File: src/rtl/bitrate_pkg.sv
package bitrate_pkg;
  typedef enum logic {
    MODE_FIXED  = 1'b0,
    MODE_OFFSET = 1'b1
  } rate_mode_e;
endpackage

File: src/rtl/bitrate_restart.sv
module bitrate_restart (
  input  logic clk_i,
  input  logic rst_ni,
  input  logic en_i,
  input  logic mode_i,
  output logic clr_o
);
  logic mode_q;

  always_ff @(posedge clk_i or negedge rst_ni) begin
    if (!rst_ni) mode_q <= 1'b0;
    else         mode_q <= mode_i;
  end

  assign clr_o = !en_i || (mode_i != mode_q);
endmodule

File: src/rtl/bitrate_fixdiv.sv
module bitrate_fixdiv #(
  parameter int DIV_W   = 8,
  parameter int FIX_MUL = 27
) (
  input  logic             clk_i,
  input  logic             rst_ni,
  input  logic             clr_i,
  input  logic             run_i,
  input  logic [DIV_W-1:0] div_i,
  output logic             hit_o
);
  localparam int CNT_W = $clog2(FIX_MUL << DIV_W);

  logic [CNT_W-1:0] cnt_q, lim;
  logic [DIV_W-1:0] div_eff;

  assign div_eff = (div_i == '0) ? DIV_W'(1) : div_i;
  assign lim     = CNT_W'(FIX_MUL * int'(div_eff)) - CNT_W'(1);
  // >= keeps a shrinking ratio from running the counter past its limit
  assign hit_o   = run_i && (cnt_q >= lim);

  always_ff @(posedge clk_i or negedge rst_ni) begin
    if (!rst_ni)    cnt_q <= '0;
    else if (clr_i) cnt_q <= '0;
    else if (run_i) cnt_q <= hit_o ? '0 : cnt_q + CNT_W'(1);
  end
endmodule

File: src/rtl/bitrate_fracacc.sv
module bitrate_fracacc #(
  parameter int OFS_W    = 9,
  parameter int FRAC_DEN = 33
) (
  input  logic             clk_i,
  input  logic             rst_ni,
  input  logic             clr_i,
  input  logic             run_i,
  input  logic [OFS_W-1:0] ofs_i,
  output logic             hit_o
);
  localparam int ONE     = 1 << OFS_W;
  localparam int ACC_LIM = FRAC_DEN * ONE;
  localparam int ACC_W   = $clog2(ACC_LIM + 2 * ONE);

  logic [ACC_W-1:0] acc_q, sum;

  assign sum   = acc_q + ACC_W'(ONE) + ACC_W'(ofs_i);
  assign hit_o = run_i && (sum >= ACC_W'(ACC_LIM));

  always_ff @(posedge clk_i or negedge rst_ni) begin
    if (!rst_ni)    acc_q <= '0;
    else if (clr_i) acc_q <= '0;
    else if (run_i) acc_q <= hit_o ? sum - ACC_W'(ACC_LIM) : sum;
  end
endmodule

File: src/rtl/bitrate_gen.sv
module bitrate_gen
  import bitrate_pkg::*;
#(
  parameter int DIV_W    = 8,
  parameter int OFS_W    = 9,
  parameter int FIX_MUL  = 27,
  parameter int FRAC_DEN = 33
) (
  input  logic             clk_i,
  input  logic             rst_ni,
  input  logic             en_i,
  input  logic             mode_i,
  input  logic [DIV_W-1:0] div_i,
  input  logic [OFS_W-1:0] ofs_i,
  output logic             stb_o
);
  rate_mode_e mode;
  logic clr, fix_hit, ofs_hit, fix_run, ofs_run, stb_q;

  assign mode    = rate_mode_e'(mode_i);
  assign fix_run = !clr && (mode == MODE_FIXED);
  assign ofs_run = !clr && (mode == MODE_OFFSET);

  bitrate_restart i_restart (
    .clk_i (clk_i),
    .rst_ni(rst_ni),
    .en_i  (en_i),
    .mode_i(mode_i),
    .clr_o (clr)
  );

  bitrate_fixdiv #(.DIV_W(DIV_W), .FIX_MUL(FIX_MUL)) i_fixdiv (
    .clk_i (clk_i),
    .rst_ni(rst_ni),
    .clr_i (clr),
    .run_i (fix_run),
    .div_i (div_i),
    .hit_o (fix_hit)
  );

  bitrate_fracacc #(.OFS_W(OFS_W), .FRAC_DEN(FRAC_DEN)) i_fracacc (
    .clk_i (clk_i),
    .rst_ni(rst_ni),
    .clr_i (clr),
    .run_i (ofs_run),
    .ofs_i (ofs_i),
    .hit_o (ofs_hit)
  );

  always_ff @(posedge clk_i or negedge rst_ni) begin
    if (!rst_ni) stb_q <= 1'b0;
    else         stb_q <= fix_hit || ofs_hit;
  end

  assign stb_o = stb_q;
endmodule

File: config.mk
export PLATFORM = sky130hd
export DESIGN_NAME = bitrate_gen
export DESIGN_NICKNAME = d
export VERILOG_FILES = /design/src/rtl/bitrate_pkg.sv /design/src/rtl/bitrate_restart.sv /design/src/rtl/bitrate_fixdiv.sv /design/src/rtl/bitrate_fracacc.sv /design/src/rtl/bitrate_gen.sv
export SDC_FILE = /design/constraint.sdc
export NUM_CORES = 1
export LEC_CHECK = 0
export ABC_AREA = 1
export BUFFER_PORTS_ARGS = -buffer_cell sky130_fd_sc_hd__buf_2
export CORE_ASPECT_RATIO = 0.7
export CORE_MARGIN = 4
export CORE_UTILIZATION = 35
export CTS_CLUSTER_SIZE = 14
export DETAILED_ROUTE_END_ITERATION = 7
export PLACE_DENSITY_LB_ADDON = 0.08
export SYNTH_ARGS = -nofsm -noshare
export SYNTH_HDL_FRONTEND = slang
export SYNTH_SLANG_ARGS = --single-unit
File: constraint.sdc
create_clock -name clk_i -period 4.5 [get_ports clk_i]
set_input_delay 0.225 -clock clk_i [delete_from_list [all_inputs] [get_ports clk_i]]
set_output_delay 0.225 -clock clk_i [all_outputs]
set_load 0.005 [all_outputs]
## Word level (Yosys, flattened, before mapping)

Index checks and enable logic that the tools add are counted.

| cells by class | value |
|---|---|
| multiply operators | 1 |
| magnitude comparators | 2 |
| add/sub/neg operators | 5 |
| bitwise gates (word level) | 1 |
| multiplexer cells | 7 |
| reduce and logical (&&, ||, !) cells | 11 |
| equality and inequality tests | 1 |

Operators by type and width:

| kind | count |
|---|---|
| 2-to-1 mux 15 bit | 3 |
| 2-to-1 mux 13 bit | 3 |
| adder 15 x 10 -> 15 bit (second input constant) | 1 |
| adder 15 x 9 -> 15 bit | 1 |
| greater-or-equal comparator 15 bit (second input constant) | 1 |
| subtractor 15 bit (second input constant) | 1 |
| adder 13 x 1 -> 13 bit (second input constant) | 1 |
| greater-or-equal comparator 13 bit | 1 |
| multiplier 5 x 8 -> 13 bit (first input constant) | 1 |
| subtractor 13 x 2 -> 13 bit (second input constant) | 1 |
| logical NOT 8 bit | 1 |
| 2-to-1 mux 8 bit | 1 |
| logical AND 1 bit | 4 |
| nonzero test 2 bit | 2 |
| logical NOT 1 bit | 2 |
| logical OR 1 bit | 2 |
| != test 1 bit | 1 |
| NOT 1 bit | 1 |

| storage, ports and cells | value |
|---|---|
| output and inout bits | 1 |
| register bits | 30 |

## Depth between registers and ports, before layout

Gate-level depths: netlist (run 1).

| depth | value |
|---|---|
| depth in word-level cells | 9 |
| depth in mapped cells | 31 |
| depth with buffers taken out | 31 |

## Hierarchy

From an unflattened synthesis (run 1), not the netlist that was laid out.

| unflattened totals | value |
|---|---|
| cell total of the unflattened synthesis | 570 |
| area total of the unflattened synthesis | 3877.5 um2 |

Modules (own cells, without submodules):

| module | times used | area an instance (um2) | cells each |
|---|---|---|---|
| bitrate_fixdiv | 1 | 2238.4 | 305 |
| bitrate_fracacc | 1 | 1544.0 | 252 |
| bitrate_gen | 1 | 50.0 | 7 |
| bitrate_restart | 1 | 45.0 | 6 |

## Worst setup path before layout (run 1)

No wires, ideal clock.

| timing | value |
|---|---|
| kind | input port to flip-flop |
| start point | input port div_i[4] |
| end point | register i_fixdiv.cnt_q[11] |
| slack | -0.295 ns |
| buffers on the path | 0 |
| library setup time | 0.131 ns |
| arrival | 4.665 ns |
| stages on the path | 28 |
| cells stage by stage | inv_1 -> ha_1 -> inv_1 -> nor2_1 -> nand4_1 -> inv_1 -> nor2_1 -> inv_1 -> ha_1 -> inv_1 -> fa_1 -> fa_1 -> ha_1 -> a21oi_1 -> inv_1 -> a31oi_1 -> o21ai_0 -> a21oi_1 -> o21ai_0 -> xnor2_1 -> ha_1 -> nand2_1 -> nor4_1 -> o21ai_0 -> nand3_1 -> inv_1 -> nand4_1 -> o21ai_0 |

| on the way | value |
|---|---|
| word-level cells in the longest chain between the ends | 9 |

RTL lines:

| element | RTL line | text |
|---|---|---|
| from (decl) | bitrate_gen.sv:13 | `input logic [DIV_W-1:0] div_i,` |
| logical NOT 8 bit | bitrate_fixdiv.sv:17 | `assign div_eff = (div_i == '0) ? DIV_W'(1) : div_i;` |
| 2-to-1 mux 8 bit (*) | bitrate_fixdiv.sv:17 |  |
| multiplier 5 x 8 -> 13 bit (*) | bitrate_fixdiv.sv:18 | `assign lim = CNT_W'(FIX_MUL * int'(div_eff)) - CNT_W'(1);` |
| subtractor 13 x 2 -> 13 bit (*) | bitrate_fixdiv.sv:18 |  |
| greater-or-equal comparator 13 bit (*) | bitrate_fixdiv.sv:20 | `assign hit_o = run_i && (cnt_q >= lim);` |
| logical AND 1 bit (*) | bitrate_fixdiv.sv:20 |  |
| 2-to-1 mux 13 bit (*) (2 in a row) | bitrate_fixdiv.sv:25 | `else if (run_i) cnt_q <= hit_o ? '0 : cnt_q + CNT_W'(1);` |
| 2-to-1 mux 13 bit (*) | bitrate_fixdiv.sv:24 | `else if (clr_i) cnt_q <= '0;` |
| to (signal assigned) | bitrate_fixdiv.sv:25 |  |
| to (decl) | bitrate_fixdiv.sv:14 | `logic [CNT_W-1:0] cnt_q, lim;` |

Mark *: on every way between the ends. The rest lies on a longest branch, timed or not. The select of a mux whose other input is x is not followed.
A chain may end at the register's enable or synchronous reset.

## Worst setup path after layout (run 1)

| timing | value |
|---|---|
| start point | input port div_i[5] |
| end point | register i_fixdiv.cnt_q[2] |

The elaborated chain is that of the path after synthesis.

==> impl_metrics.toml, run 1 <==
[status]
outcome = "complete, but fails checks"
violations = "negative hold slack, negative setup slack"

[synthesis]
yosys.area.top_type_share = 0.201
synth-async-reset-ratio = 1.00
synth.top_cells.by_area = "dfrtp_1, ha_1, nand2_1"
yosysSeqAreaShare = 0.201
synthesis.nets = 613
synth-seq-cells = 30
syn_inst = 521
avgSynthCellArea_um2 = 7.18
synth-edff-count = 0
yosys_warnings = 0
yosys.area.top_type = "dfrtp_1"
synth_ff_type = "dfrtp_1"
synthDistinctLibCells = 38
mappedNetlistArea_mm2 = 0.00374

[die]
die_height_um = 94.5
core_area_mm2 = 0.0104
initial_utilization = 0.360
die_x_um = 132
rows = 31
die-area_mm2 = 0.0124
num_io_pins = 22

[grt]
grt_pass1_wl_um = 16100
grt_pass1_vias = 3145
grt_usage = 0.159
grt_overflow = 0
grt_max_degree = 31
antenna_found_initial = 0

[critical_path]
path_buf_inv = 8
end_kind = "flip-flop"
critPathLaunch = "div_i[5]"
arrival_ns = 4.72
cp.depth = 28
start_kind = "input port"
cp_top_family = "adder cells"
max_stage_delay_ns = 0.60
r2r-start = "i_fracacc.acc_q[3]"
r2r_slack_ns = 1.76
worstPathMaxFanout = 6
crit_slowest_cell = "fa_1"
crit_path_end = "i_fixdiv.cnt_q[2]"
cpMostUsedCell = "inv_2"
rr_endpoint = "i_fracacc.acc_q[10]"
reg2regPathDepth = 18
crit_type = "in2reg"
crit_required_ns = 4.69

[timing]
clock.fmax_mhz = 221
finalCritPeriodShare = 1.01
setup_viol = 6
finalHoldViolations = 15
finClkSkew_ns = 0.00299
rsz0062_at_grt = "yes"
slew_violations = 0
worst_slack_ns = -0.0316
layout_min_cycle_time_ns = 4.53
relSlewSlack = 0.449
worst_pin_slew_ns = 0.825
holdWs_ns = -0.0128
setup_tns_ns = -0.0856

[drt]
vias_per_cell = 4.83
route.detailed.drc = 0
routed_wl_um = 10000
drt_pre_antenna_iters = 5
dr_total_vias = 3510
drtIter0Drc = 265
drtAntennaViolNets = 0
wl_per_cell_um = 13.8

[finish]
nets = 686
final_layout_size_suffix_gt1_frac = 0.237
syn2layout_area_growth_pct = 29.3
diodes = 0
final_area_mm2 = 0.00483
multiInputGateArea_mm2 = 0.00281
nFillCells = 1053
seq_area_um2 = 751
final_util = 0.465

[cts]
cts_max_path_buffers = 2
cts-hold-fix-buffers = 0
clkSinkCount = 30
clk-insertion-delay-late_ns = 0.28
clk_pin_slew_ns = 0.05
cts-buffers-inserted = 5
cts_root_buf = "clkbuf_16"
cts_tree = "built"
htreeDepth = 2

[run]
maxCapViolations = 0

[placement]
placed_area_mm2 = 0.00432
dp_hpwl_um = 7860
place.gp.congestion = 0.904
io_buffers = 21

[worst_hold_path]
holdCritPathClass = "in2async"

[pwr]
p_switching_uw = 604
p_comb_frac = 0.574
power_leakage_uw = 0.00251
swShare = 0.389
irDropWorstVdd_v = 0.000153
p_clk_frac = 0.244
power.density_mw_per_mm2 = 321
p_int_uw = 949
p_seq_frac = 0.181
==> kinds of logic after synthesis <==
family / share of synthesized area
AOI/OAI and AO/OA: 0.105
xor gates and xnor gates: 0.0398
adders and majority gates: 0.266
buffers and inverters: 0.113
DFF: 0.201
and+or+nand+nor: 0.275
==> layout by cell type, fill, tap and decap left out, drive strengths merged, types with 9 or more instances in the layout <==
cell / count
dfrtp: 30
nand4: 13
ha: 57
buf: 72
o21ai: 26
fa: 14
nand2: 117
nor2: 36
nand3: 44
a21oi: 22
inv: 103
xor2: 11
clkbuf: 9
==> area by class of cell <==
type,count,share of cell area
clock buffer,8,0.0344
inverter,103,0.0821
multi-input combinational,381,0.581
sequential,30,0.155
tap,132,0.0342
timing repair buffer,73,0.113
==> synthesized netlist by cell type, types with 2 or more instances <==
cell and count:
fa_1 14, nor2_2 4, o22ai_1 5, ha_1 57, dfrtp_1 30, inv_1 102, clkbuf_1 5, nor2_1 32
nand2_2 5, nand3_2 3, a22o_1 3, nor3_1 7, o21ai_0 24, xnor2_1 6, a21oi_1 21, nand2_1 110
xor2_1 11, o32ai_1 4, nand4_1 13, o211ai_1 2, nand3b_1 4, and2_1 2, nand3_1 41, nand2_4 2
==> per-layer routing <==
metal,vias to the layer above,part of all wire,global-route usage
met2,71,0.36,0.191
li1,1829,-,-
met5,-,0,0
met3,9,0.056,0.0373
met4,0,0.0084,0.0236
met1,1601,0.57,0.273
==> how the worst min path moves through the flow <==
stage / end / slack, ns
detailed placement: i_fracacc.acc_q[4] / 0.33
global placement: i_fracacc.acc_q[3] / 0.33
CTS: i_fracacc.acc_q[4] / 0.02
global route: i_fracacc.acc_q[3] / 0.06
finish: i_fracacc.acc_q[3] / -0.01
floorplan: i_fixdiv.cnt_q[0] / -0.07
==> state kept, by name, summed over array words and instances (netlist names) <==
name,cells
stb_o,1
i_fracacc.acc_q,15
i_fixdiv.cnt_q,13
i_restart.mode_q,1
==> power groups by stage <==
stage	clock network [uW]	logic (uW)	registers [uW]
after floorplan	0	485	285
after global placement	0	762	286
after detailed placement	0	755	286
after CTS	387	774	282
after global routing	399	1000	282
final	379	892	282
==> per-stage QoR <==
step                power (uW)  instances  worst slack (ns)
CTS                       1440        718           0.00881
finish                    1550        727           -0.0316
global placement          1050        709            -0.283
floorplan                  770        521            0.0210
detailed placement        1040        709            -0.455
global route              1680        727            -0.245
==> repair_timing <==
item | 4_1_cts | 5_1_grt
endpoints found under the setup margin | 14 | 14
setup buffers | 1 | 8
cloned | 0 | 1
pin swaps | 1 | 32
gates resized for setup | 6 | 54
No activity file was read; power rests on OpenSTA's default activity.
==> run 2: changes to the inputs <==
--- a/config.mk
+++ b/config.mk
@@ -5,7 +5,6 @@
 export SDC_FILE = /design/constraint.sdc
 export NUM_CORES = 1
 export LEC_CHECK = 0
-export ABC_AREA = 1
 export BUFFER_PORTS_ARGS = -buffer_cell sky130_fd_sc_hd__buf_2
 export CORE_ASPECT_RATIO = 0.7
 export CORE_MARGIN = 4
@@ -16,3 +15,4 @@
 export SYNTH_ARGS = -nofsm -noshare
 export SYNTH_HDL_FRONTEND = slang
 export SYNTH_SLANG_ARGS = --single-unit
+export TNS_END_PERCENT = 20
==> run 2 against run 1 <==
The run still ends with negative hold slack, negative setup slack left. Largest power group unchanged. Synthesized area is 7.2% lower. Critical endpoint is now i_fixdiv.cnt_q[11]. Routed wire length is 17% lower. Critical path type unchanged. Clock power is 1% higher. Highest routed layer unchanged. Sequential power hardly changed. Via count is 17% lower.
==> impl_metrics.toml, run 2 <==
[status]
outcome = "complete, but fails checks"
violations = "negative hold slack, negative setup slack"

[timing]
worst_pin_slew_ns = 0.773
finClkSkew_ns = 0.00810
holdWs_ns = -0.00645
slew_violations = 0
setup_viol = 12
worst_slack_ns = -0.156
clock.fmax_mhz = 215
finalCritPeriodShare = 1.03
layout_min_cycle_time_ns = 4.66
relSlewSlack = 0.485
rsz0062_at_grt = "yes"
finalHoldViolations = 5

[critical_path]
crit_required_ns = 4.66
end_kind = "flip-flop"
max_stage_delay_ns = 0.54
path_buf_inv = 7
arrival_ns = 4.82
start_kind = "input port"
crit_type = "in2reg"
cp_top_family = "adder cells"
worstPathMaxFanout = 7
crit_slowest_cell = "fa_1"

[synthesis]
mappedNetlistArea_mm2 = 0.00347
yosys.area.top_type = "dfrtp_1"
synth.top_cells.by_area = "dfrtp_1, ha_1, fa_1"
synth-seq-cells = 30
avgSynthCellArea_um2 = 8.97
yosysSeqAreaShare = 0.216
syn_inst = 387
synthesis.nets = 479
yosys.area.top_type_share = 0.216
synth-edff-count = 0
synthDistinctLibCells = 46
synth-async-reset-ratio = 1.00
synth_ff_type = "dfrtp_1"
netlist_top_cells_count = "ha_1, inv_1, dfrtp_1, nand2_1, o21ai_0"
yosys_warnings = 0
yosysMostFrequentCell = "ha_1"

[finish]
diodes = 0
final_cell_mix = "ha_1, inv_1, buf_4"
final_layout_size_suffix_gt1_frac = 0.263
nFillCells = 965
largest_reg_flops = 15
syn2layout_area_growth_pct = 29.6
final_util = 0.464
regMostFlops = "i_fracacc.acc_q"
nets = 539
final_common_cell = "ha_1"
reg_top3 = "i_fracacc.acc_q: 15 flops, i_fixdiv.cnt_q: 13 flops"
final_area_mm2 = 0.00450

[cts]
cts_max_path_buffers = 2
cts_root_buf = "clkbuf_16"
cts_tree = "built"
cts-buffers-inserted = 5
clkSinkCount = 30
htreeDepth = 2
clk_pin_slew_ns = 0.05
clk-insertion-delay-late_ns = 0.28

[grt]
grt_pass1_vias = 2704
grt_overflow = 0
grt_usage = 0.147
antenna_found_initial = 0
grt_pass1_wl_um = 13800
grt_max_degree = 31

[pwr]
p_total_uw = 1420
power.density_mw_per_mm2 = 316
irDropWorstVdd_v = 0.000171
power_leakage_uw = 0.00225

[drt]
vias_per_cell = 5.06
dr_total_vias = 2912
drtAntennaViolNets = 0
route.detailed.drc = 0
routed_wl_um = 8310
drt_pre_antenna_iters = 4
drtIter0Drc = 183
wl_per_cell_um = 14.4

[die]
core_area_mm2 = 0.00968
die_x_um = 127
die-area_mm2 = 0.0116
rows = 30
num_io_pins = 22
die_height_um = 91.3
initial_utilization = 0.358

[placement]
placed_area_mm2 = 0.00411
dp_slack_ns = -0.578
place.gp.congestion = 0.820
dp_hpwl_um = 6570
io_buffers = 21

[worst_hold_path]
holdCritPathClass = "in2async"

[run]
maxCapViolations = 0
[run 2: cell count changes in the layout (fill, tap and decap cells not counted), sizes merged, moves of 8 or more]
cell and change:
a211oi +10, a21o +16, and3 +12, buf -11, inv -53, nand2 -93
nand3 -36, nand4 -9, nor2 -27, nor3b +8, xnor2 +10
[run 2: repair_timing]
action,in CTS,in global routing
pin swaps,8,3
cloned,2,0
hold buffers,0,0
resized for setup,31,12
setup buffers,1,3
hold endpoints to repair,0,0
setup endpoints to repair,13,14
[run 2: cell type report]
type                            count  area, um2  share of cell area
Tap cell                          128        160              0.0356
Clock inverter                      3       40.0             0.00891
Multi-Input combinational cell    299       2720               0.606
Clock buffer                        5        125              0.0278
Inverter                           50        218              0.0484
Sequential cell                    30        751               0.167
Timing Repair Buffer               61        478               0.106
[run 2: where the power goes]
| part | internal, uW | switching, uW |
|---|---|---|
| Clock | 259 | 126 |
| Sequential | 275 | 4.60 |
| Combinational | 384 | 372 |
[run 2: path summary, 6_finish.rpt]
path | slack, ns | startpoint | cells past startpoint | endpoint
worst max-delay path | -0.16 | div_i[5] | 28 | i_fixdiv.cnt_q[11]
max in group asynchronous | 4.04 | rst_ni | 1 | i_fracacc.acc_q[1]
min in group clk_i | 0.10 | mode_i | 1 | i_restart.mode_q
worst min-delay path | -0.006 | rst_ni | 1 | i_fracacc.acc_q[7]
worst max register to register | 1.00 | i_fracacc.acc_q[0] | 12 | i_fracacc.acc_q[9]
worst min register to register | 0.48 | i_fracacc.acc_q[7] | 2 | i_fracacc.acc_q[7]
[run 2: kinds of logic (layout without fill, tap and decap cells)]
family	after synthesis	after routing	share of synthesized area
buffers and inverters	58	119	0.0627
xor gates and xnor gates	23	23	0.0581
adders and majority gates	71	71	0.286
and+or+nand+nor	93	93	0.147
DFF	30	30	0.216
AOI/OAI and AO/OA	112	112	0.229
[run 2: through the flow]
step,std cells,TNS [ns]
finish,576,-1.31
global route,576,-4.32
CTS,573,-0.977
detailed placement,562,-7.21
global placement,562,-7.33
floorplan,387,-0.318
[run 2: layer usage]
layer / share of wire / wire length (um) / track usage
met1: 0.59 / 4940 / 0.259
met2: 0.37 / 3040 / 0.173
met3: 0.035 / 295 / 0.0329
met4: 0.0048 / 40 / 0.0188
met5: 0 / 0 / 0
==> run 3: changes to the inputs <==
--- a/config.mk
+++ b/config.mk
@@ -7,7 +7,7 @@
 export LEC_CHECK = 0
 export BUFFER_PORTS_ARGS = -buffer_cell sky130_fd_sc_hd__buf_2
 export CORE_ASPECT_RATIO = 0.7
-export CORE_MARGIN = 4
+export CORE_MARGIN = 3
 export CORE_UTILIZATION = 35
 export CTS_CLUSTER_SIZE = 14
 export DETAILED_ROUTE_END_ITERATION = 7
==> run 3 against run 2 <==
The flow still finishes with violations (negative hold slack, negative setup slack). Cell area shrank 0.67%. First-iteration DRC count shrank 3.3%. Non-clock buffer count shrank 2. Cell count shrank 1.0%. Routed wire length shrank 0.24%. Count of clock-buffer cells in the layout is the same. Total power shrank 1.6%.
==> impl_metrics.toml, run 3 (synthesized netlist as in run 2, its figures left out) <==
[critical_path]
crit_required_ns = 4.67
arrival_ns = 4.85
start_kind = "input port"
end_kind = "flip-flop"
crit_type = "in2reg"
worstPathMaxFanout = 7

[die]
initial_utilization = 0.371
die-area_mm2 = 0.0112
die_x_um = 125
rows = 29
num_io_pins = 22
die_height_um = 89.3
core_area_mm2 = 0.00936

[finish]
diodes = 0
final_util = 0.477
final_cell_mix = "ha_1, inv_1, buf_4"
reg_top3 = "i_fracacc.acc_q: 15 flops, i_fixdiv.cnt_q: 13 flops"
final_area_mm2 = 0.00447
syn2layout_area_growth_pct = 28.7
regMostFlops = "i_fracacc.acc_q"
nFillCells = 880
final_common_cell = "ha_1"
nets = 537
final_layout_size_suffix_gt1_frac = 0.265
largest_reg_flops = 15

[placement]
io_buffers = 21
place.gp.congestion = 0.845
dp_slack_ns = -0.634
placed_area_mm2 = 0.00409
dp_hpwl_um = 6440

[pwr]
irDropWorstVdd_v = 0.000160
power_leakage_uw = 0.00224
power.density_mw_per_mm2 = 313
p_total_uw = 1400

[timing]
worst_pin_slew_ns = 0.795
relSlewSlack = 0.470
finalCritPeriodShare = 1.04
clock.fmax_mhz = 213
layout_min_cycle_time_ns = 4.68
holdWs_ns = -0.0226
worst_slack_ns = -0.184
finClkSkew_ns = 0.00353
rsz0062_at_grt = "yes"
slew_violations = 0
setup_viol = 12
finalHoldViolations = 30

[cts]
clk-insertion-delay-late_ns = 0.28
clk_pin_slew_ns = 0.05
cts_tree = "built"
cts-hold-fix-buffers = 0
cts_root_buf = "clkbuf_16"
cts-buffers-inserted = 5
clkSinkCount = 30
cts_max_path_buffers = 2
htreeDepth = 2

[drt]
drtAntennaViolNets = 0
wl_per_cell_um = 14.5
drt_pre_antenna_iters = 4
vias_per_cell = 5.12
route.detailed.drc = 0
dr_total_vias = 2920
drtIter0Drc = 177
routed_wl_um = 8290

[run]
maxCapViolations = 0

[grt]
grt_pass1_vias = 2697
antenna_found_initial = 0
grt_usage = 0.154
grt_overflow = 0
grt_pass1_wl_um = 13800
grt_max_degree = 31

[worst_hold_path]
holdCritPathClass = "in2async"

[status]
outcome = "complete, but fails checks"
violations = "negative hold slack, negative setup slack"
-- run 3: changes by cell type in the layout (fill, tap and decap cells not counted), sizes merged --
| cell | before | now |
|---|---|---|
| buf | 61 | 59 |
-- run 3: layer usage --
layer | wire [um] | global-route usage | up-vias | share of wire
met2 | 2930 | 0.182 | 40 | 0.35
met4 | 65 | 0.0295 | 0 | 0.0078
met3 | 302 | 0.0364 | 7 | 0.036
met5 | 0 | 0 | - | 0
li1 | - | - | 1509 | -
met1 | 4990 | 0.263 | 1364 | 0.60
-- run 3: per-stage QoR --
stage | setup TNS, ns | std cells
floorplan | -0.318 | 387
global placement | -6.67 | 556
detailed placement | -7.75 | 556
CTS | -1.44 | 570
global route | -4.28 | 570
finish | -1.38 | 570
-- run 3: final cells by class --
type                       count  area, um2  area share
timing repair buffer          59        448       0.100
clock inverter                 3       40.0     0.00897
sequential                    30        751       0.168
clock buffer                   5        125      0.0280
tap                          124        155      0.0347
multi-input combinational    299       2730       0.612
inverter                      50        215      0.0482
-- run 3: repair_timing --
item,in CTS,in global routing
gates cloned,3,0
setup buffers,3,0
resized for setup,30,12
setup endpoints to repair,13,14
pin swaps,10,4
-- run 3: final timing paths --
path	from	end	slack, ns	depth (start not counted)
setup reg to reg	i_fracacc.acc_q[0]	i_fracacc.acc_q[9]	0.94	12
setup / recovery	div_i[3]	i_fixdiv.cnt_q[11]	-0.18	28
min in group clk_i	mode_i	i_restart.mode_q	0.10	1
hold / removal	rst_ni	i_fracacc.acc_q[8]	-0.02	1
hold reg to reg	i_fracacc.acc_q[7]	i_fracacc.acc_q[7]	0.48	2
max in group asynchronous	rst_ni	i_restart.mode_q	4.08	1
-- run 3: report_power, final --
| group | total (uW) | switching (uW) | internal, uW |
|---|---|---|---|
| Clock | 386 | 127 | 259 |
| Combinational | 733 | 364 | 368 |
| Sequential | 280 | 4.69 | 275 |
| Total | 1400 | 496 | 902 |
-- run 3: worst max-delay path: stages --
cell	delay [ns]
buf_6	0.10
inv_4	0.05
ha_4	0.13
nand4_1	0.12
buf_6	0.16
and2_4	0.14
ha_4	0.21
fa_1	0.50
inv_1	0.05
fa_1	0.48
inv_2	0.05
ha_4	0.21
buf_4	0.14
a21oi_4	0.15
o21bai_2	0.09
a21oi_2	0.16
o21bai_1	0.08
a21oi_1	0.17
xor2_1	0.09
ha_1	0.33
nand4_1	0.12
o31ai_2	0.26
a21oi_2	0.10
o211ai_1	0.10
buf_4	0.18
buf_6	0.13
nor3_1	0.05
a211o_1	0.27
